$ cat config.mk
export PLATFORM = sky130hd
export DESIGN_NAME = cal_pulse_scaler
export DESIGN_NICKNAME = d
export VERILOG_FILES = /design/src/rtl/cfs_pkg.sv /design/src/rtl/cfs_datapath.sv /design/src/rtl/cfs_control.sv /design/src/rtl/cal_pulse_scaler.sv
export SDC_FILE = /design/constraint.sdc
export NUM_CORES = 1
export LEC_CHECK = 0
export ABC_AREA = 1
export CAP_MARGIN = 40
export CORE_MARGIN = 4
export CORE_UTILIZATION = 55
export CTS_CLUSTER_DIAMETER = 120
export DETAILED_ROUTE_END_ITERATION = 10
export GPL_TIMING_DRIVEN = 0
export PLACE_DENSITY = 0.83
export SLEW_MARGIN = 20
export SYNTH_ARGS = -nofsm -noshare
export SYNTH_HDL_FRONTEND = slang
export SYNTH_SLANG_ARGS = --single-unit
export TNS_END_PERCENT = 10
$ cat constraint.sdc
create_clock -name clk -period 4 [get_ports clk]
set_clock_uncertainty 0.1 [all_clocks]
set_input_delay 0.8 -clock clk [delete_from_list [all_inputs] [get_ports clk]]
set_output_delay 0.8 -clock clk [all_outputs]
set_load 0.01 [all_outputs]
$ cat src/rtl/cfs_pkg.sv
package cfs_pkg;

  typedef logic [2:0] cfMode_t;

  typedef struct packed {
    logic clear;
    logic enable;
  } cfStrobes_t;

  localparam cfMode_t FAST_MODE = 3'b011;

  function automatic logic [3:0] modeShift(input cfMode_t m);
    logic [3:0] s;
    case (m)
      3'b100:          s = 4'd7;
      3'b000, 3'b101:  s = 4'd6;
      3'b001, 3'b110:  s = 4'd5;
      3'b010, 3'b111:  s = 4'd4;
      default:         s = 4'd11;
    endcase
    return s;
  endfunction

  function automatic logic isFastMode(input cfMode_t m);
    return m == FAST_MODE;
  endfunction

endpackage

$ cat src/rtl/cfs_datapath.sv
module cfs_datapath
  import cfs_pkg::*;
#(
  parameter int SAMPLE_W    = 16,
  parameter int BASE_THRESH = 65536,
  parameter int CREEP_MIN   = 4
) (
  input  logic                clk,
  input  logic                rstN,
  input  cfStrobes_t          strobes,
  input  cfMode_t             modeQ,
  input  logic                sampleValid,
  input  logic [SAMPLE_W-1:0] sample,
  output logic                crossing
);

  localparam int LOG_BASE = $clog2(BASE_THRESH);
  localparam int ACC_W    = ((LOG_BASE > SAMPLE_W) ? LOG_BASE : SAMPLE_W) + 2;

  logic [ACC_W-1:0] acc;
  logic [ACC_W-1:0] sum;
  logic [ACC_W-1:0] thresh;
  logic             accepted;

  always_comb begin
    thresh   = ACC_W'(BASE_THRESH) >> modeShift(modeQ);
    accepted = strobes.enable && sampleValid && (sample >= SAMPLE_W'(CREEP_MIN));
    sum      = acc + ACC_W'(sample);
    crossing = accepted && (sum >= thresh);
  end

  always_ff @(posedge clk) begin
    if (!rstN) begin
      acc <= '0;
    end else if (strobes.clear) begin
      acc <= '0;
    end else if (accepted) begin
      acc <= crossing ? (sum - thresh) : sum;
    end
  end


  acc_cleared_chk: assert property (@(posedge clk) disable iff (!rstN)
    strobes.clear |=> acc == '0);


  creep_hold_chk: assert property (@(posedge clk) disable iff (!rstN)
    (sampleValid && sample < SAMPLE_W'(CREEP_MIN) && !strobes.clear) |=> acc == $past(acc));


  acc_bound_chk: assert property (@(posedge clk) disable iff (!rstN)
    acc < thresh);

endmodule

$ cat src/rtl/cfs_control.sv
module cfs_control
  import cfs_pkg::*;
#(
  parameter int LONG_WIDTH = 40,
  parameter int FAST_WIDTH = 3
) (
  input  logic       clk,
  input  logic       rstN,
  input  cfMode_t    modeIn,
  input  logic       crossing,
  output cfMode_t    modeQ,
  output cfStrobes_t strobes,
  output logic       cf
);

  localparam int SAT   = 2 * LONG_WIDTH;
  localparam int CNT_W = $clog2(SAT + 1) + 1;

  logic [CNT_W-1:0] periodCnt;
  logic [CNT_W-1:0] period;
  logic [CNT_W-1:0] halfWidth;
  logic [CNT_W-1:0] newWidth;
  logic [CNT_W-1:0] left;
  logic             modeChange;

  always_comb begin
    modeChange     = modeIn != modeQ;
    strobes.clear  = modeChange;
    strobes.enable = !modeChange;
    period         = periodCnt + CNT_W'(1);
    halfWidth      = (period >> 1) == '0 ? CNT_W'(1) : (period >> 1);
    if (isFastMode(modeQ))
      newWidth = CNT_W'(FAST_WIDTH);
    else if (period >= CNT_W'(SAT))
      newWidth = CNT_W'(LONG_WIDTH);
    else
      newWidth = halfWidth;
  end

  always_ff @(posedge clk) begin
    if (!rstN) begin
      modeQ     <= '0;
      cf        <= 1'b0;
      left      <= '0;
      periodCnt <= CNT_W'(SAT - 1);
    end else if (modeChange) begin
      modeQ     <= modeIn;
      cf        <= 1'b0;
      left      <= '0;
      periodCnt <= CNT_W'(SAT - 1);
    end else begin
      if (crossing)
        periodCnt <= '0;
      else if (periodCnt < CNT_W'(SAT - 1))
        periodCnt <= periodCnt + CNT_W'(1);

      if (crossing) begin
        cf   <= 1'b1;
        left <= newWidth;
      end else if (cf) begin
        if (left <= CNT_W'(1)) begin
          cf   <= 1'b0;
          left <= '0;
        end else begin
          left <= left - CNT_W'(1);
        end
      end
    end
  end


  mode_kill_chk: assert property (@(posedge clk) disable iff (!rstN)
    (modeIn != modeQ) |=> !cf);


  fast_width_chk: assert property (@(posedge clk) disable iff (!rstN)
    (cf && isFastMode(modeQ)) |-> left <= CNT_W'(FAST_WIDTH));


  long_width_chk: assert property (@(posedge clk) disable iff (!rstN)
    cf |-> left <= CNT_W'(LONG_WIDTH));

endmodule

$ cat src/rtl/cal_pulse_scaler.sv
module cal_pulse_scaler
  import cfs_pkg::*;
#(
  parameter int SAMPLE_W    = 16,
  parameter int BASE_THRESH = 65536,
  parameter int CREEP_MIN   = 4,
  parameter int LONG_WIDTH  = 40,
  parameter int FAST_WIDTH  = 3
) (
  input  logic                clk,
  input  logic                rstN,
  input  logic                scfSel,
  input  logic [1:0]          rateSel,
  input  logic                sampleValid,
  input  logic [SAMPLE_W-1:0] sample,
  output logic                cfOut
);

  cfMode_t    modeQ;
  cfStrobes_t strobes;
  logic       crossing;

  cfs_control #(
    .LONG_WIDTH(LONG_WIDTH),
    .FAST_WIDTH(FAST_WIDTH)
  ) uCtrl (
    .clk     (clk),
    .rstN    (rstN),
    .modeIn  ({scfSel, rateSel}),
    .crossing(crossing),
    .modeQ   (modeQ),
    .strobes (strobes),
    .cf      (cfOut)
  );

  cfs_datapath #(
    .SAMPLE_W   (SAMPLE_W),
    .BASE_THRESH(BASE_THRESH),
    .CREEP_MIN  (CREEP_MIN)
  ) uPath (
    .clk        (clk),
    .rstN       (rstN),
    .strobes    (strobes),
    .modeQ      (modeQ),
    .sampleValid(sampleValid),
    .sample     (sample),
    .crossing   (crossing)
  );

endmodule

## After elaboration in Yosys (flattened, before gate mapping)

Cells that the tools add are included.

- Register bits: 38
- Bits of input ports: 22

- Add/subtract/negate cells: 4
- Order comparisons: 5
- Equal/unequal tests: 8
- Shifts and indexed selects: 1
- Mux-type cells: 13
- Bitwise operators: 1
- Reductions and logical operators: 13

Operator list:

| kind | count |
|---|---|
| $mux 8 | 5 |
| $mux 7 | 3 |
| $add 18x16->18 | 1 |
| $ge 18x18->1 | 1 |
| $mux 18 | 1 |
| $shr 17x4->18 const A | 1 |
| $sub 18x18->18 | 1 |
| $ge 16x3->1 const B | 1 |
| $pmux 4 s4 | 1 |
| $eq 3x3->1 const B | 4 |
| $add 8x1->8 const B | 1 |
| $ge 8x7->1 const B | 1 |
| $le 8x1->1 const B | 1 |
| $logic_not 8->1 | 1 |
| $lt 8x7->1 const B | 1 |
| $reduce_or 2->1 | 4 |
| $sub 8x1->8 const B | 1 |
| $eq 3x2->1 const B | 2 |
| $reduce_bool 2->1 | 2 |
| $eq 3x1->1 const B | 1 |
| $logic_and 1x1->1 | 3 |
| $logic_not 3->1 | 1 |
| $mux 1 | 3 |
| $ne 3x3->1 | 1 |
| other kinds (3) | 3 |

## Logic depth before layout (Yosys ltp)

- Depth in word-level cells: 7
- Gate-level depth with buffers: 31
- Gate-level depth less buffers: 30

## Modules after synthesis

Synthesis repeated with hierarchy kept, for this count alone.

- Cell total of the unflattened synthesis: 578
- Area total of the unflattened synthesis: 3678.5 um2

By module, submodules not included:

| module | instances | cells each | area an instance (um2) | sequential area each (um2) |
|---|---|---|---|---|
| cfs_datapath | 1 | 404 | 2473.6 | 360.3 |
| cfs_control | 1 | 174 | 1204.9 | 400.4 |

## Worst setup path after synthesis

OpenSTA, ideal clock, no wires.

- Kind: in2reg
- Start point: input port sample[0]
- End point: register uCtrl.left[2]
- Setup time: 0.109 ns
- Data arrival time: 3.778 ns
- Data required time: 3.791 ns
- Path slack: 0.013 ns
- Stages: 30
- Path buffers: 1
- Cells stage by stage: ha_1 inv_1 fa_1 inv_1 nand2_1 nand2_1 nand3_2 nand2_4 nand2_1 o21bai_1 nand2_1 inv_1 o21ai_0 nand2_1 inv_1 ha_1 nand2_1 nor2_1 nand3b_1 nor2_1 nand2_2 nand3_4 nor2_8 nand2_8 nand2_8 buf_6 nand3_1 nand3_1 nand2_1 inv_1

- Cells in the longest elaborated chain, start to end: 4
- Elaborated cells between the ends (all ways): 7
- Those cells by class: add/sub (1); order compare (2); mux (1); reduce/logical (3)

RTL lines:

| element | RTL line | text |
|---|---|---|
| start, declared | cal_pulse_scaler.sv:15 | `input logic [SAMPLE_W-1:0] sample,` |
| $add 18x16->18 / $ge 16x3->1 (equally long branches) | cfs_datapath.sv:28, cfs_datapath.sv:27 |  |
| $ge 18x18->1 / $logic_and 1x1->1 (equally long branches) | cfs_datapath.sv:29, cfs_datapath.sv:27 |  |
| $logic_and 1x1->1 (*) | cfs_datapath.sv:29 | `crossing = accepted && (sum >= thresh);` |
| $mux 8 / $reduce_bool 2->1 (equally long branches) | n/a |  |
| end signal, assigned | cfs_control.sv:59 | `left <= newWidth;` |
| end signal, assigned | cfs_control.sv:65 | `left <= left - CNT_W'(1);` |
| end, declared | cfs_control.sv:23 | `logic [CNT_W-1:0] left;` |

Every way passes the cells marked *; elsewhere a longest branch is shown, timed or not.
A chain may end at the register's enable or synchronous reset.

## Worst setup path after layout

- Start point: input port sample[10]
- End point: register uPath.acc[9]

- Cells in the longest elaborated chain, start to end: 4
- Elaborated cells between the ends (all ways): 6
- Those cells by class: add/sub (1); order compare (2); mux (1); reduce/logical (2)

RTL lines:

| element | RTL line | text |
|---|---|---|
| $add 18x16->18 / $ge 16x3->1 (equally long branches) | cfs_datapath.sv:28, cfs_datapath.sv:27 |  |
| $ge 18x18->1 / $logic_and 1x1->1 (equally long branches) | cfs_datapath.sv:29, cfs_datapath.sv:27 |  |
| $logic_and 1x1->1 | cfs_datapath.sv:29 |  |
| $mux 18 | cfs_datapath.sv:38 | `acc <= crossing ? (sum - thresh) : sum;` |
| end signal, assigned | cfs_datapath.sv:38 |  |
| end, declared | cfs_datapath.sv:20 | `logic [ACC_W-1:0] acc;` |

Parallel ways exist; a longest one is shown, timed or not.

==> results.sh <==
export IMPL_status="finished, final reports clean"
export IMPL_port_buffers=22
export IMPL_ioPinCount=23
export IMPL_max_cap_violations=0
export IMPL_min_period_ns=3.93
export IMPL_ys_seq_area_share_pct=20.7
export IMPL_cts_tree="done"
export IMPL_worstPathArrival_ns=4.05
export IMPL_path_cells="clkdlybuf4s50_1 -> ha_4 -> a21o_1 -> inv_1 -> o21ai_2 -> a21oi_4 -> xor2_2 -> inv_1 -> ha_4 -> nand2_4 -> nor2_1 -> nand3_2 -> nand3_2 -> nand2_4 -> buf_4 -> buf_4 -> nand3b_1 -> nand3_1 -> a21oi_1"
export IMPL_critPathBufInv=5
export IMPL_wl_microns=11200
export IMPL_antenna_left=0
export IMPL_synth_top_flop_cell="dfxtp_1"
export IMPL_syn_area_sq_mm=0.00367
export IMPL_worstSetupPathType="input pin to register"
export IMPL_ys_warnings_count=0
export IMPL_placed_cell_area_sq_mm=0.00401
export IMPL_max_slew_margin_rel_pct=57.6
export IMPL_fillCellCount=451
export IMPL_clock_path_buffers=2
export IMPL_grt_first_pass_wirelength_microns=16800
export IMPL_drc_errors=0
export IMPL_hp_start="uCtrl.periodCnt[7]"
export IMPL_dr_pass1_iters=5
export IMPL_track_usage_pct=24.7
export IMPL_ys_types=42
export IMPL_end_kind="register"
export IMPL_multi_input_area_sq_mm=0.00300
export IMPL_period_share_pct=98.3
export IMPL_worst_path_max_fanout=5
export IMPL_grt_pass1_vias=3762
export IMPL_worstMarginPinSlew_ns=0.636
export IMPL_final_nets=693
export IMPL_power_density_mw_per_mm2=214
export IMPL_r2r_start="uPath.acc[0]"
export IMPL_drive_above_1_share_pct=22.5
export IMPL_synthCells=569
export IMPL_synth_async_reset_ratio_pct=0
export IMPL_dieArea_sq_mm=0.00805
export IMPL_wl_per_cell_microns=15.6
export IMPL_num_antenna_cells=0
export IMPL_setup_viol=0
export IMPL_clock_root_buffer="clkbuf_8"
export IMPL_required_ns=4.12
export IMPL_core_sq_mm=0.00642
export IMPL_antenna_found_initial=0
export IMPL_regArea_sq_um=761
export IMPL_first_iter_violations=458
export IMPL_leakagePower_nw=2.32
export IMPL_grt_ovfl_total=0
export IMPL_gp_congestion=0.963
export IMPL_via_per_inst=5.79
export IMPL_std_cell_rows=29
export IMPL_crit_family="buffers and inverters"
export IMPL_fp_dieH_microns=89.7
export IMPL_avgSynthCellArea_sq_um=6.45
export IMPL_dr_total_vias=4150
export IMPL_ys_ff_latch=38
export IMPL_cts_sinks=38
export IMPL_final_util_pct=75.2
export IMPL_grt_max_degree=12
export IMPL_synth_edf_count=0
export IMPL_clk_pin_slew_worst_paths_ns=0.08
export IMPL_peakVddDrop_mv=0.233
export IMPL_hold_buffers=0
export IMPL_area_growth_pct=31.5
export IMPL_crit_path_start="sample[10]"
export IMPL_finalHoldViolCount=0
export IMPL_fmax_mhz=254
export IMPL_insertion_delay_ns=0.29
export IMPL_design_area_sq_mm=0.00483
export IMPL_cp_slowest_stage_delay_ns=0.55
export IMPL_final_max_slew_viol_count=0
export IMPL_die_width_microns=89.7
export IMPL_place_hpwl_microns=7280
export IMPL_crit_path_top_delay_cell="clkdlybuf4s50_1"
export IMPL_hold_path_class="register to register"
export IMPL_cts_buffers=5
export IMPL_cts_htree_levels=2
export IMPL_worst_setup_path_start_kind="input pin"
export IMPL_start_util_pct=57.2
==> metal layers <==
layer  part of all wire (%)  routed length, microns  GRT usage, %
met2                     47                    5270          42.4
met5                      0                       0             0
met1                     40                    4520          30.8
met3                    7.9                     879          3.67
met4                    4.6                     510          10.3
==> layout by cell type, fill, tap and decap left out, types with 3 or more instances in the layout <==
| cell | count |
|---|---|
| a211oi_1 | 3 |
| a21o_1 | 4 |
| a21oi_1 | 34 |
| a21oi_2 | 7 |
| a31oi_1 | 4 |
| buf_2 | 3 |
| buf_4 | 32 |
| buf_6 | 3 |
| buf_8 | 3 |
| clkbuf_1 | 5 |
| clkbuf_8 | 6 |
| clkdlybuf4s50_1 | 13 |
| conb_1 | 6 |
| dfxtp_1 | 38 |
| dlygate4sd2_1 | 6 |
| ha_1 | 14 |
| ha_4 | 15 |
| inv_1 | 72 |
| inv_2 | 6 |
| nand2_1 | 126 |
| nand2_2 | 16 |
| nand2_4 | 7 |
| nand3_1 | 54 |
| nand3_2 | 11 |
| nand3b_1 | 6 |
| nand4_1 | 9 |
| nor2_1 | 41 |
| nor2_2 | 5 |
| nor3_1 | 4 |
| nor4_1 | 5 |
| o21ai_0 | 17 |
| o21ai_1 | 5 |
| o21ai_2 | 4 |
| or2_2 | 3 |
| xnor2_1 | 11 |
| xor2_1 | 9 |
| xor2_2 | 4 |
==> sequential cells by signal, indices dropped and copies added, names as in the netlist <==
register,cells
uCtrl.left,8
uCtrl.cf,1
uPath.acc,18
uCtrl.periodCnt,8
uCtrl.modeQ,3
==> through the flow <==
stage                     setup slack, ns  power (mW)  cells  TNS, ns  hold slack [ns]
after global routing              -0.0706        1.08    717   -0.418            0.397
after global placement             -0.965       0.665    673   -28.25            0.348
after floorplan                    0.0134       0.597    574        0            0.334
after CTS                          0.0119       0.984    709        0            0.370
after detailed placement            -1.05       0.671    673   -30.12            0.354
final                              0.0676        1.03    717        0            0.371
==> final timing paths <==
kind	to	depth (start not counted)	slack (ns)
setup / recovery	uPath.acc[9]	19	0.07
hold / removal	uCtrl.periodCnt[7]	2	0.37
setup reg to reg	uPath.acc[16]	29	0.45
hold reg to reg	uCtrl.periodCnt[7]	2	0.37
==> layout make-up <==
cell class / instances / area share (%)
inverters: 78 / 6.06
flip-flops and latches: 38 / 15.8
multi-input cells: 448 / 62.1
repair buffers: 57 / 10.4
plain buffers: 11 / 1.79
clock inverters: 1 / 0.104
well taps: 77 / 1.99
clock buffers: 7 / 1.79
==> synthesized netlist by cell type, types with 5 or more instances <==
cell type / count / area (sq um)
nand4_1: 9 / 56.3
a21oi_1: 39 / 195
inv_1: 77 / 289
nand3_1: 61 / 305
dfxtp_1: 38 / 761
o21ai_0: 23 / 115
xnor2_1: 12 / 105
a31oi_1: 6 / 37.5
nand3b_1: 6 / 45.0
ha_1: 31 / 388
nand2_2: 10 / 62.6
xor2_1: 13 / 114
nand2_1: 136 / 510
nand3_2: 5 / 50.1
nor2_1: 45 / 169
nor4_1: 5 / 31.3
==> worst reg2reg max path, delay by kind of cell, from the launching register on <==
kind                     cells  cell delay [ns]
AO/OA/AOI/OAI                2             0.28
AND/OR/NAND/NOR             15             1.17
adder cells (fa/ha/maj)      3             0.75
buffers and inverters        9             0.84
flip-flops                   1             0.34
==> kinds of logic (layout without fill, tap and decap cells) <==
kind of cell	count (synthesis)	in the layout	synth area share, %
flip-flops	38	38	20.7
AO/OA/AOI/OAI	89	89	13.9
buffers and inverters	89	154	10.0
AND/OR/NAND/NOR	295	296	38.2
adder cells (fa/ha/maj)	32	32	11.1
other	1	6	0.102
XOR/XNOR	25	25	5.96
==> timing repair <==
action,CTS,global route
gates cloned,2,0
setup endpoints to repair,32,32
pin swaps,20,29
resized for setup,47,51
buffers inserted,26,8
==> power breakdown <==
| part | leakage [nW] | internal, mW | switching [mW] |
|---|---|---|---|
| clock | 0.0482 | 0.139 | 0.141 |
| sequential | 0.307 | 0.381 | 0.00363 |
| combinational | 1.97 | 0.155 | 0.215 |
| total | 2.32 | 0.675 | 0.359 |
No activity file was read; power rests on OpenSTA's default activity.
